<file path="src/rtl/pmd_pkg.sv">
package pmd_pkg;
  localparam int NREG   = 9;
  localparam int NTPR   = 2;
  localparam int NTERM  = NREG * NTPR;
  localparam int TIDX_W = $clog2(NTERM);
  localparam int CFG_AW = TIDX_W + 2;
  // select bit positions; tier order fixed by position
  localparam int R_SRAM = 0;
  localparam int R_SEC0 = 3;
  localparam int R_PRI0 = 5;
  localparam int N_T1   = 3;
  localparam int N_SEC  = 2;
  localparam int N_PRI  = 4;
  typedef enum logic [1:0] {
    F_MATCH = 2'd0,
    F_MASK  = 2'd1,
    F_EN    = 2'd2
  } cfg_field_e;
endpackage

</file>
<file path="src/rtl/pmd_region_match.sv">
module pmd_region_match
  import pmd_pkg::*;
#(
  parameter int ADDR_W = 16
) (
  input  logic [ADDR_W-1:0]             addr_i,
  input  logic [NTERM-1:0][ADDR_W-1:0]  match_i,
  input  logic [NTERM-1:0][ADDR_W-1:0]  mask_i,
  input  logic [NTERM-1:0]              en_i,
  output logic [NREG-1:0]               hit_o
);
  logic [NTERM-1:0] term_hit;

  for (genvar t = 0; t < NTERM; t++) begin : g_term
    assign term_hit[t] = en_i[t] && ((addr_i & mask_i[t]) == (match_i[t] & mask_i[t]));
  end

  for (genvar r = 0; r < NREG; r++) begin : g_reg
    assign hit_o[r] = |term_hit[r*NTPR +: NTPR];
  end
endmodule

</file>
<file path="src/rtl/pmd_resolve.sv">
module pmd_resolve
  import pmd_pkg::*;
(
  input  logic [NREG-1:0] hit_i,
  output logic [NREG-1:0] sel_o
);
  logic [N_T1-1:0]  t1;
  logic [N_SEC-1:0] t2;
  logic [N_PRI-1:0] t3;

  always_comb begin
    t1 = '0;
    t2 = '0;
    t3 = '0;
    for (int i = N_T1 - 1; i >= 0; i--)
      if (hit_i[R_SRAM+i]) t1 = N_T1'(1) << i;
    for (int i = N_SEC - 1; i >= 0; i--)
      if (hit_i[R_SEC0+i]) t2 = N_SEC'(1) << i;
    for (int i = N_PRI - 1; i >= 0; i--)
      if (hit_i[R_PRI0+i]) t3 = N_PRI'(1) << i;
    sel_o = '0;
    if (|t1)      sel_o[R_SRAM +: N_T1]  = t1;
    else if (|t2) sel_o[R_SEC0 +: N_SEC] = t2;
    else          sel_o[R_PRI0 +: N_PRI] = t3;
  end
endmodule

</file>
<file path="src/rtl/pmd_scan.sv">
module pmd_scan
  import pmd_pkg::*;
#(
  parameter int ADDR_W      = 16,
  parameter int SEC_SZ_LOG2 = 13,
  parameter int PRI_SZ_LOG2 = 14
) (
  input  logic              clk_i,
  input  logic              rst_ni,
  input  logic              start_i,
  input  logic [NREG-1:0]   hit_i,
  output logic [ADDR_W-1:0] scan_addr_o,
  output logic              done_o,
  output logic              err_o
);
  localparam int NFL = N_SEC + N_PRI;
  localparam logic [ADDR_W:0] SEC_LIM = (ADDR_W+1)'(1) << SEC_SZ_LOG2;
  localparam logic [ADDR_W:0] PRI_LIM = (ADDR_W+1)'(1) << PRI_SZ_LOG2;
  localparam logic [ADDR_W-1:0] A_LAST = '1;

  logic                run_q, acc_q;
  logic [ADDR_W:0]     cnt_q [NFL];
  logic                ovl, over, bad;

  always_comb begin
    ovl = ($countones(hit_i[R_SRAM +: N_T1]) > 1) ||
          ($countones(hit_i[R_SEC0 +: N_SEC]) > 1) ||
          ($countones(hit_i[R_PRI0 +: N_PRI]) > 1);
    over = 1'b0;
    for (int j = 0; j < NFL; j++)
      if (hit_i[R_SEC0+j] && cnt_q[j] == ((j < N_SEC) ? SEC_LIM : PRI_LIM)) over = 1'b1;
    bad = ovl || over;
  end

  always_ff @(posedge clk_i or negedge rst_ni) begin
    if (!rst_ni) begin
      run_q       <= 1'b0;
      acc_q       <= 1'b0;
      err_o       <= 1'b0;
      scan_addr_o <= '0;
      for (int j = 0; j < NFL; j++) cnt_q[j] <= '0;
    end else if (start_i) begin
      run_q       <= 1'b1;
      acc_q       <= 1'b0;
      scan_addr_o <= '0;
      for (int j = 0; j < NFL; j++) cnt_q[j] <= '0;
    end else if (run_q) begin
      scan_addr_o <= scan_addr_o + 1'b1;
      acc_q       <= acc_q | bad;
      for (int j = 0; j < NFL; j++)
        if (hit_i[R_SEC0+j]) cnt_q[j] <= cnt_q[j] + 1'b1;
      if (scan_addr_o == A_LAST) begin
        run_q <= 1'b0;
        err_o <= acc_q | bad;
      end
    end
  end

  assign done_o = ~run_q;


  scan_restart_chk: assert property (@(posedge clk_i) disable iff (!rst_ni)
    start_i |=> !done_o && scan_addr_o == '0);

  err_hold_chk: assert property (@(posedge clk_i) disable iff (!rst_ni)
    !done_o |=> $stable(err_o) || $rose(done_o));

  scan_step_chk: assert property (@(posedge clk_i) disable iff (!rst_ni)
    !done_o && !start_i && scan_addr_o != A_LAST |=> scan_addr_o != '0);
endmodule

</file>
<file path="src/rtl/pmd_map_decoder.sv">
module pmd_map_decoder
  import pmd_pkg::*;
#(
  parameter int ADDR_W      = 16,
  parameter int SEC_SZ_LOG2 = 13,
  parameter int PRI_SZ_LOG2 = 14
) (
  input  logic              clk_i,
  input  logic              rst_ni,
  input  logic [ADDR_W-1:0] addr_i,
  output logic [NREG-1:0]   sel_o,
  output logic [NREG-1:0]   sel_q_o,
  input  logic              cfg_we_i,
  input  logic [CFG_AW-1:0] cfg_addr_i,
  input  logic [ADDR_W-1:0] cfg_data_i,
  output logic              scan_done_o,
  output logic              config_error_o
);
  logic [NTERM-1:0][ADDR_W-1:0] match_q, mask_q;
  logic [NTERM-1:0]             en_q;
  logic [NREG-1:0]              hit, scan_hit;
  logic [ADDR_W-1:0]            scan_addr;
  logic [TIDX_W-1:0]            widx;
  cfg_field_e                   wfld;

  assign widx = cfg_addr_i[CFG_AW-1:2];
  assign wfld = cfg_field_e'(cfg_addr_i[1:0]);

  always_ff @(posedge clk_i or negedge rst_ni) begin
    if (!rst_ni) begin
      match_q <= '0;
      mask_q  <= '0;
      en_q    <= '0;
    end else if (cfg_we_i && 32'(widx) < NTERM) begin
      case (wfld)
        F_MATCH: match_q[widx] <= cfg_data_i;
        F_MASK:  mask_q[widx]  <= cfg_data_i;
        F_EN:    en_q[widx]    <= cfg_data_i[0];
        default: ;
      endcase
    end
  end

  pmd_region_match #(.ADDR_W(ADDR_W)) u_match (
    .addr_i(addr_i), .match_i(match_q), .mask_i(mask_q), .en_i(en_q), .hit_o(hit)
  );

  pmd_resolve u_res (.hit_i(hit), .sel_o(sel_o));

  always_ff @(posedge clk_i or negedge rst_ni) begin
    if (!rst_ni) sel_q_o <= '0;
    else         sel_q_o <= sel_o;
  end

  pmd_region_match #(.ADDR_W(ADDR_W)) u_scan_match (
    .addr_i(scan_addr), .match_i(match_q), .mask_i(mask_q), .en_i(en_q), .hit_o(scan_hit)
  );

  pmd_scan #(
    .ADDR_W(ADDR_W), .SEC_SZ_LOG2(SEC_SZ_LOG2), .PRI_SZ_LOG2(PRI_SZ_LOG2)
  ) u_scan (
    .clk_i(clk_i), .rst_ni(rst_ni), .start_i(cfg_we_i), .hit_i(scan_hit),
    .scan_addr_o(scan_addr), .done_o(scan_done_o), .err_o(config_error_o)
  );


  top_tier_wins_chk: assert property (@(posedge clk_i) disable iff (!rst_ni)
    (|hit[R_SRAM +: N_T1]) |-> (sel_o[R_SEC0 +: N_SEC + N_PRI] == '0));

  sec_over_pri_chk: assert property (@(posedge clk_i) disable iff (!rst_ni)
    (|hit[R_SEC0 +: N_SEC]) && !(|hit[R_SRAM +: N_T1]) |-> (sel_o[R_PRI0 +: N_PRI] == '0) && (|sel_o[R_SEC0 +: N_SEC]));

  sel_onehot_chk: assert property (@(posedge clk_i) disable iff (!rst_ni)
    $onehot0(sel_o) && ((hit == '0) == (sel_o == '0)));

  sel_needs_hit_chk: assert property (@(posedge clk_i) disable iff (!rst_ni)
    (sel_o & ~hit) == '0);
endmodule

</file>
<file path="config.mk">
export PLATFORM = sky130hd
export DESIGN_NAME = pmd_map_decoder
export DESIGN_NICKNAME = d
export VERILOG_FILES = /design/src/rtl/pmd_pkg.sv /design/src/rtl/pmd_region_match.sv /design/src/rtl/pmd_resolve.sv /design/src/rtl/pmd_scan.sv /design/src/rtl/pmd_map_decoder.sv
export SDC_FILE = /design/constraint.sdc
export NUM_CORES = 2
export LEC_CHECK = 0
export BUFFER_PORTS_ARGS = -buffer_cell sky130_fd_sc_hd__buf_2
export CORE_ASPECT_RATIO = 2
export CORE_MARGIN = 2
export CORE_UTILIZATION = 54
export CTS_BUF_LIST = sky130_fd_sc_hd__clkbuf_4
export CTS_CLUSTER_DIAMETER = 30
export DETAILED_ROUTE_END_ITERATION = 7
export PLACE_DENSITY = 0.7
export SETUP_SLACK_MARGIN = 0.4
export SYNTH_ARGS = -nofsm -noshare
export SYNTH_HDL_FRONTEND = slang
export SYNTH_HIERARCHICAL = 1
export SYNTH_SLANG_ARGS = --single-unit
export TNS_END_PERCENT = 100
</file>
<file path="constraint.sdc">
create_clock -name clk_i -period 3.6 [get_ports clk_i]
set_clock_uncertainty 0.15 [all_clocks]
set_input_delay 0.72 -clock clk_i [delete_from_list [all_inputs] [get_ports clk_i]]
set_output_delay 0.72 -clock clk_i [all_outputs]
set_load 0.02 [all_outputs]
</file>
; Word level (Yosys, flattened, before mapping)
; Cells that the tools add are included.
; W data, S select, Z words.
[totals]
ff_bits = 724
inputBits = 42
out_inout_bits = 20
word_cells = 295
[op_classes]
magnitude_cmp = 6
n_eq_ne = 45
mux = 41
n_bitwise = 57
n_reduce_logical = 85
addsub = 13
[op_table]
columns = cell, count
row1 = $and A16 B16 Y16, 54
row2 = $bwmux W288, 2
row3 = $eq A16 B16 Y1, 36
row4 = $mux W102, 2
row5 = $add A17 B1 Y17 const B, 6
row6 = $mux W17, 6
row7 = $gt A32 B2 Y1 const B, 3
row8 = $demux W16 S5, 1
row9 = $eq A17 B15 Y1 const B, 4
row10 = $mux W16, 3
row11 = $logic_and A1 B1 Y1, 44
row12 = $reduce_or A2 Y1, 19
row13 = $eq A17 B14 Y1 const B, 2
row14 = $add A32 B1 Y32, 1
row15 = $add A32 B32 Y32, 1
row16 = $mux W4, 5
row17 = $bwmux W18, 1
row18 = $reduce_and A2 Y1, 9
row19 = $add A16 B1 Y16 const B, 1
row20 = $eq A16 B16 Y1 const B, 1
row21 = $reduce_bool A2 Y1, 7
row22 = $mux W1, 12
row23 = $mux W3, 4
row24 = $add A1 B1 Y2, 4
row25 = 14 further kinds, 19

; Depth between registers and ports, before layout
[depth]
ltp_word = 15
ltp_mapped = 13
depth_no_buf = 12

; Cells and area by module
; Netlist, hierarchy kept.
[by_module_without_submodules]
columns = mod, instances, area_each_um2, cells_each, seq_area_each_um2
row1 = pmd_map_decoder, 1, 23148.5, 1399, 15089.5
row2 = pmd_region_match, 2, 4192.8, 509, 0.0
row3 = pmd_scan, 1, 6386.1, 680, 3027.9
row4 = pmd_resolve, 1, 95.1, 13, 0.0

; Worst setup path before layout
; OpenSTA, ideal clock, no wires.
[synth_path]
kind = input to output
startpoint = in addr_i[10]
endpoint = out sel_o[7]
t_arrival_ps = 2974
path_buffers = 2
path_stages = 8
required_time_ps = 2730
slack_ps = -244
path_cell_list = buf_2 > buf_2 > xor2_1 > a22oi_1 > nand4_1 > o22ai_1 > or4_4 > nor4_1
[synth_via]
word_cells_on_any_way = 68
classes_between = eq/ne (16) / mux (10) / bitwise (16) / reduce/logical (26)
[synth_lines]
columns = item, line
row1 = "start, declared", pmd_map_decoder.sv:10  ; input logic [ADDR_W-1:0] addr_i,
row2 = $and A16 B16 Y16, pmd_region_match.sv:15  ; assign term_hit[t] = en_i[t] && ((addr_i & mask_i[t]) == (match_i[t] & mask_i[t]));
row3 = $eq A16 B16 Y1, pmd_region_match.sv:15
row4 = $logic_and A1 B1 Y1, pmd_region_match.sv:15
row5 = $reduce_or A2 Y1 (*), pmd_region_match.sv:19  ; assign hit_o[r] = |term_hit[r*NTPR +: NTPR];
row6 = named net hit[0], pmd_map_decoder.sv:21  ; logic [NREG-1:0] hit, scan_hit;
row7 = $mux W3 (*), pmd_resolve.sv:16  ; if (hit_i[R_SRAM+i]) t1 = N_T1'(1) << i;
row8 = $reduce_or A3 Y1 (*), pmd_resolve.sv:22  ; if (|t1) sel_o[R_SRAM +: N_T1] = t1;
row9 = $mux W6 (*), pmd_resolve.sv:22
row10 = "end, declared", pmd_map_decoder.sv:11  ; output logic [NREG-1:0] sel_o,
; Mark *: on every way through the listed nets, which the timed path passes. The rest lies on a longest branch.

; Worst setup path in the final report
[layout_path]
startpoint = reg match_q[276] in the netlist's numbering
endpoint = out sel_o[8]
[layout_via]
elab_chain_len = 10
[layout_lines]
columns = item, line
row1 = "start, declared", pmd_map_decoder.sv:19  ; logic [NTERM-1:0][ADDR_W-1:0] match_q, mask_q;
row2 = "start signal, assigned by index", pmd_map_decoder.sv:36  ; F_MATCH: match_q[widx] <= cfg_data_i;
row3 = $and A16 B16 Y16, pmd_region_match.sv:15
row4 = $eq A16 B16 Y1, pmd_region_match.sv:15
row5 = $logic_and A1 B1 Y1, pmd_region_match.sv:15
row6 = $reduce_or A2 Y1, pmd_region_match.sv:19
row7 = named net hit[8], pmd_map_decoder.sv:21
row8 = $mux W4 (4 in series), pmd_resolve.sv:20  ; if (hit_i[R_PRI0+i]) t3 = N_PRI'(1) << i;
row9 = $mux W4, pmd_resolve.sv:23  ; else if (|t2) sel_o[R_SEC0 +: N_SEC] = t2;
row10 = $mux W6, pmd_resolve.sv:22
; The timed path passes the listed nets, and every way through them passes these cells.

==> flow_summary.ini <==
[placement]
io_buffers = 61
post-dp-hpwl_mm = 81.1
routabilityCongestion = 0.933

[synth]
synth_seq_area_share_pct = 47.7
synth_seq_cells = 724
yosys_warnings = 6
synth_top_area_share_pct = 47.7
synth_fa_ha_area_share_pct = 0.513
ys_types = 71
synthTopCellsByArea = dfrtp_1, mux2_2, xor2_1
yosysTopAreaCell = dfrtp_1
muxShareOfSynthArea_pct = 17.7
async_reset_ff_share_pct = 100
synth_cells = 3110
synth_area_sq_mm = 0.0380
synth_edf_count = 0
synth_ff_type = dfrtp_1
synthXorXnorAreaFrac_pct = 15.3
synthesis.nets = 3167
synth_simple_gate_area_share_pct = 8.06
synth_top_family_by_area = multiplexers
avgSynthCellArea_sq_um = 12.2
synth_compound_area_share_pct = 6.91

[clock_network]
root_buffer = clkbuf_4
clkSinkCount = 724
cts_made_buffers = 171
htree_num_levels = 4
clk_latency_ns = 1.03
clk_pin_slew_ns = 0.08
clk_path_buf_depth = 3
cts_tree = yes

[power]
p_leak_nw = 22.7
p_per_area_mw_per_mm2 = 426
power.total_mw = 18.9
ir_drop_v = 0.000300

[worst_setup_path]
r2r_slack_ns = -0.06
cp.required_ns = 2.73
slowest_stage = a222oi_1
regToRegEndpoint = u_scan/cnt_q[73]
path_common_cell = buf_4
crit_type = flip-flop to output port
reg2regPathDepth = 16
cp-end-kind = output port
path_buf_inv = 2
worstPathCellList = xor2_1, a222oi_1, nand4_1, o22ai_1, buf_4, or3b_4, nor4_4, buf_4
timing.rr.start = u_scan/scan_addr_o[4]
worst_path_largest_cell_delay_ns = 0.47
crit_fanout = 3
crit_path_start_kind = flip-flop
cp.arrival_ns = 3.34
cp_top_family = simple AND/OR/NAND/NOR gates

[sta]
fin_crit_ns = 4.21
setup_viol = 16
worst_slack_ns = -0.610
worst_slew_pin_slew_ns = 1.24
fin_crit_sh_pct = 117
maxSlewViolCount = 0
rsz0062_at_grt = yes
relSlewSlack_pct = 17.4
clock.fmax_mhz = 238
hold_slack_ns = 0.105
finalHoldViolCount = 0

[floorplan]
start_util_pct = 54.5
die_w_um = 192
core_sq_mm = 0.0698
dieArea_sq_mm = 0.0727
rows = 137
die_h_um = 379
io-pin-count = 62

[global_route]
use_met2_pct = 57.4
grt_pass1_vias = 29800
antenna_found_initial = 4
grt.total_usage_pct = 33.8
globalRouteMet1Util_pct = 35.7
grt_use_met3_pct = 6.04
grt_pass1_wl_mm = 180
grt_start_max_net_pins = 107
grt_busiest_layer = met2
grt_overflow = 0

[routing]
drtPass1Iterations = 7
initialDrtViolationCount = 2141
avgViaCountPerCell = 6.28
remaining_drc_errors = 0
vias = 28000
drt-total-wl_mm = 121
drt.antenna.violating_nets = 0
routedWlPerCell_um = 27.3

[layout]
final_cell_mix = dfrtp_1, xor2_1, mux2_2
fin_nets = 3488
fillers = 5376
area_growth_pct = 16.7
multi_input_area_sq_mm = 0.0194
drive_gt1_share_pct = 39.5
layout_commonest_cell = dfrtp_1
ff_latch_area_sq_mm = 0.0181

[hold_path]
min_path_type = input pin to async pin

[status]
outcome = complete, but fails checks
failed_checks = setup timing

[run]
drv_cap = 0
[cell families after synthesis]
logic type                 count (synthesis)
xor gates and xnor gates                 664
AOI/OAI and AO/OA                        337
buffers and inverters                    255
muxes                                    598
DFF                                      724
adders and majority gates                 15
and+or+nand+nor                          517
[layout make-up]
cell class                 instances  share of cell area (%)
tap                              903                    2.55
multi-input combinational       2132                    43.8
inverter                          40                   0.338
timing repair buffer             362                    7.78
clock inverter                    56                   0.632
antenna                            4                  0.0226
sequential                       724                    40.9
clock buffer                     236                    3.99
[report_power, final]
part	switching (mW)	internal (mW)
Sequential	0.591	8.72
Clock	3.37	3.17
Combinational	1.63	1.41
Total	5.60	13.3
[registers in the layout (all words and copies together) (netlist names)]
signal	count
sel_q_o	9
u_scan/err_o	1
en_q	18
u_scan/scan_addr_o	16
mask_q	288
u_scan/run_q	1
u_scan/cnt_q	102
match_q	288
u_scan/acc_q	1
[timing repair]
action	4_1_cts	5_1_grt
setup buffers	34	52
hold buffers	2	0
pin swaps	62	90
resized for setup	124	110
gates cloned	0	2
endpoints found under the setup margin	78	75
endpoints found under the hold margin	156	0
[how the worst max path moves through the flow]
stage / slack (ns) / from / depth (start not counted) / to
finish: -0.61 / match_q[276] / 8 / sel_o[8]
CTS: -0.72 / match_q[276] / 8 / sel_o[8]
floorplan: 0.29 / addr_i[10] / 8 / sel_o[6]
global placement: -0.31 / u_scan/scan_addr_o[4] / 14 / u_scan/acc_q
global route: -0.76 / match_q[276] / 8 / sel_o[8]
detailed placement: -0.34 / u_scan/scan_addr_o[4] / 13 / u_scan/acc_q
[through the flow]
stage / worst slack, ns / instance area, sq um / TNS, ns / cells / utilization, %
floorplan: 0.291 / 38400 / 0 / 3110 / -
global placement: -0.309 / 40400 / -2.07 / 4071 / 57.9
detailed placement: -0.341 / 40400 / -2.23 / 4071 / 57.9
CTS: -0.717 / 43400 / -4.33 / 4399 / 62.2
global route: -0.763 / 44400 / -5.20 / 4457 / 63.6
finish: -0.610 / 44400 / -3.92 / 4457 / 63.6
[cells in the mapped netlist (23+ instances only)]
master,instances
a21oi_1,27
nor2_1,107
a221oi_1,38
buf_2,57
xor2_1,603
or3_1,23
nor3_1,26
nor4_1,28
nand2_1,89
clkbuf_1,69
inv_1,40
dfrtp_1,724
buf_6,31
a22o_1,42
a22oi_1,132
buf_4,35
a222oi_1,37
nand3_1,33
nand4_1,94
xnor2_1,61
mux2_2,594
[per-layer routing]
metal / vias up / share of wire [%]
met5: - / 0.013
met4: 2 / 9.7
met3: 543 / 5.9
met2: 1251 / 50
met1: 14300 / 34
li1: 11900 / -
(Power assumes the default switching activity.)
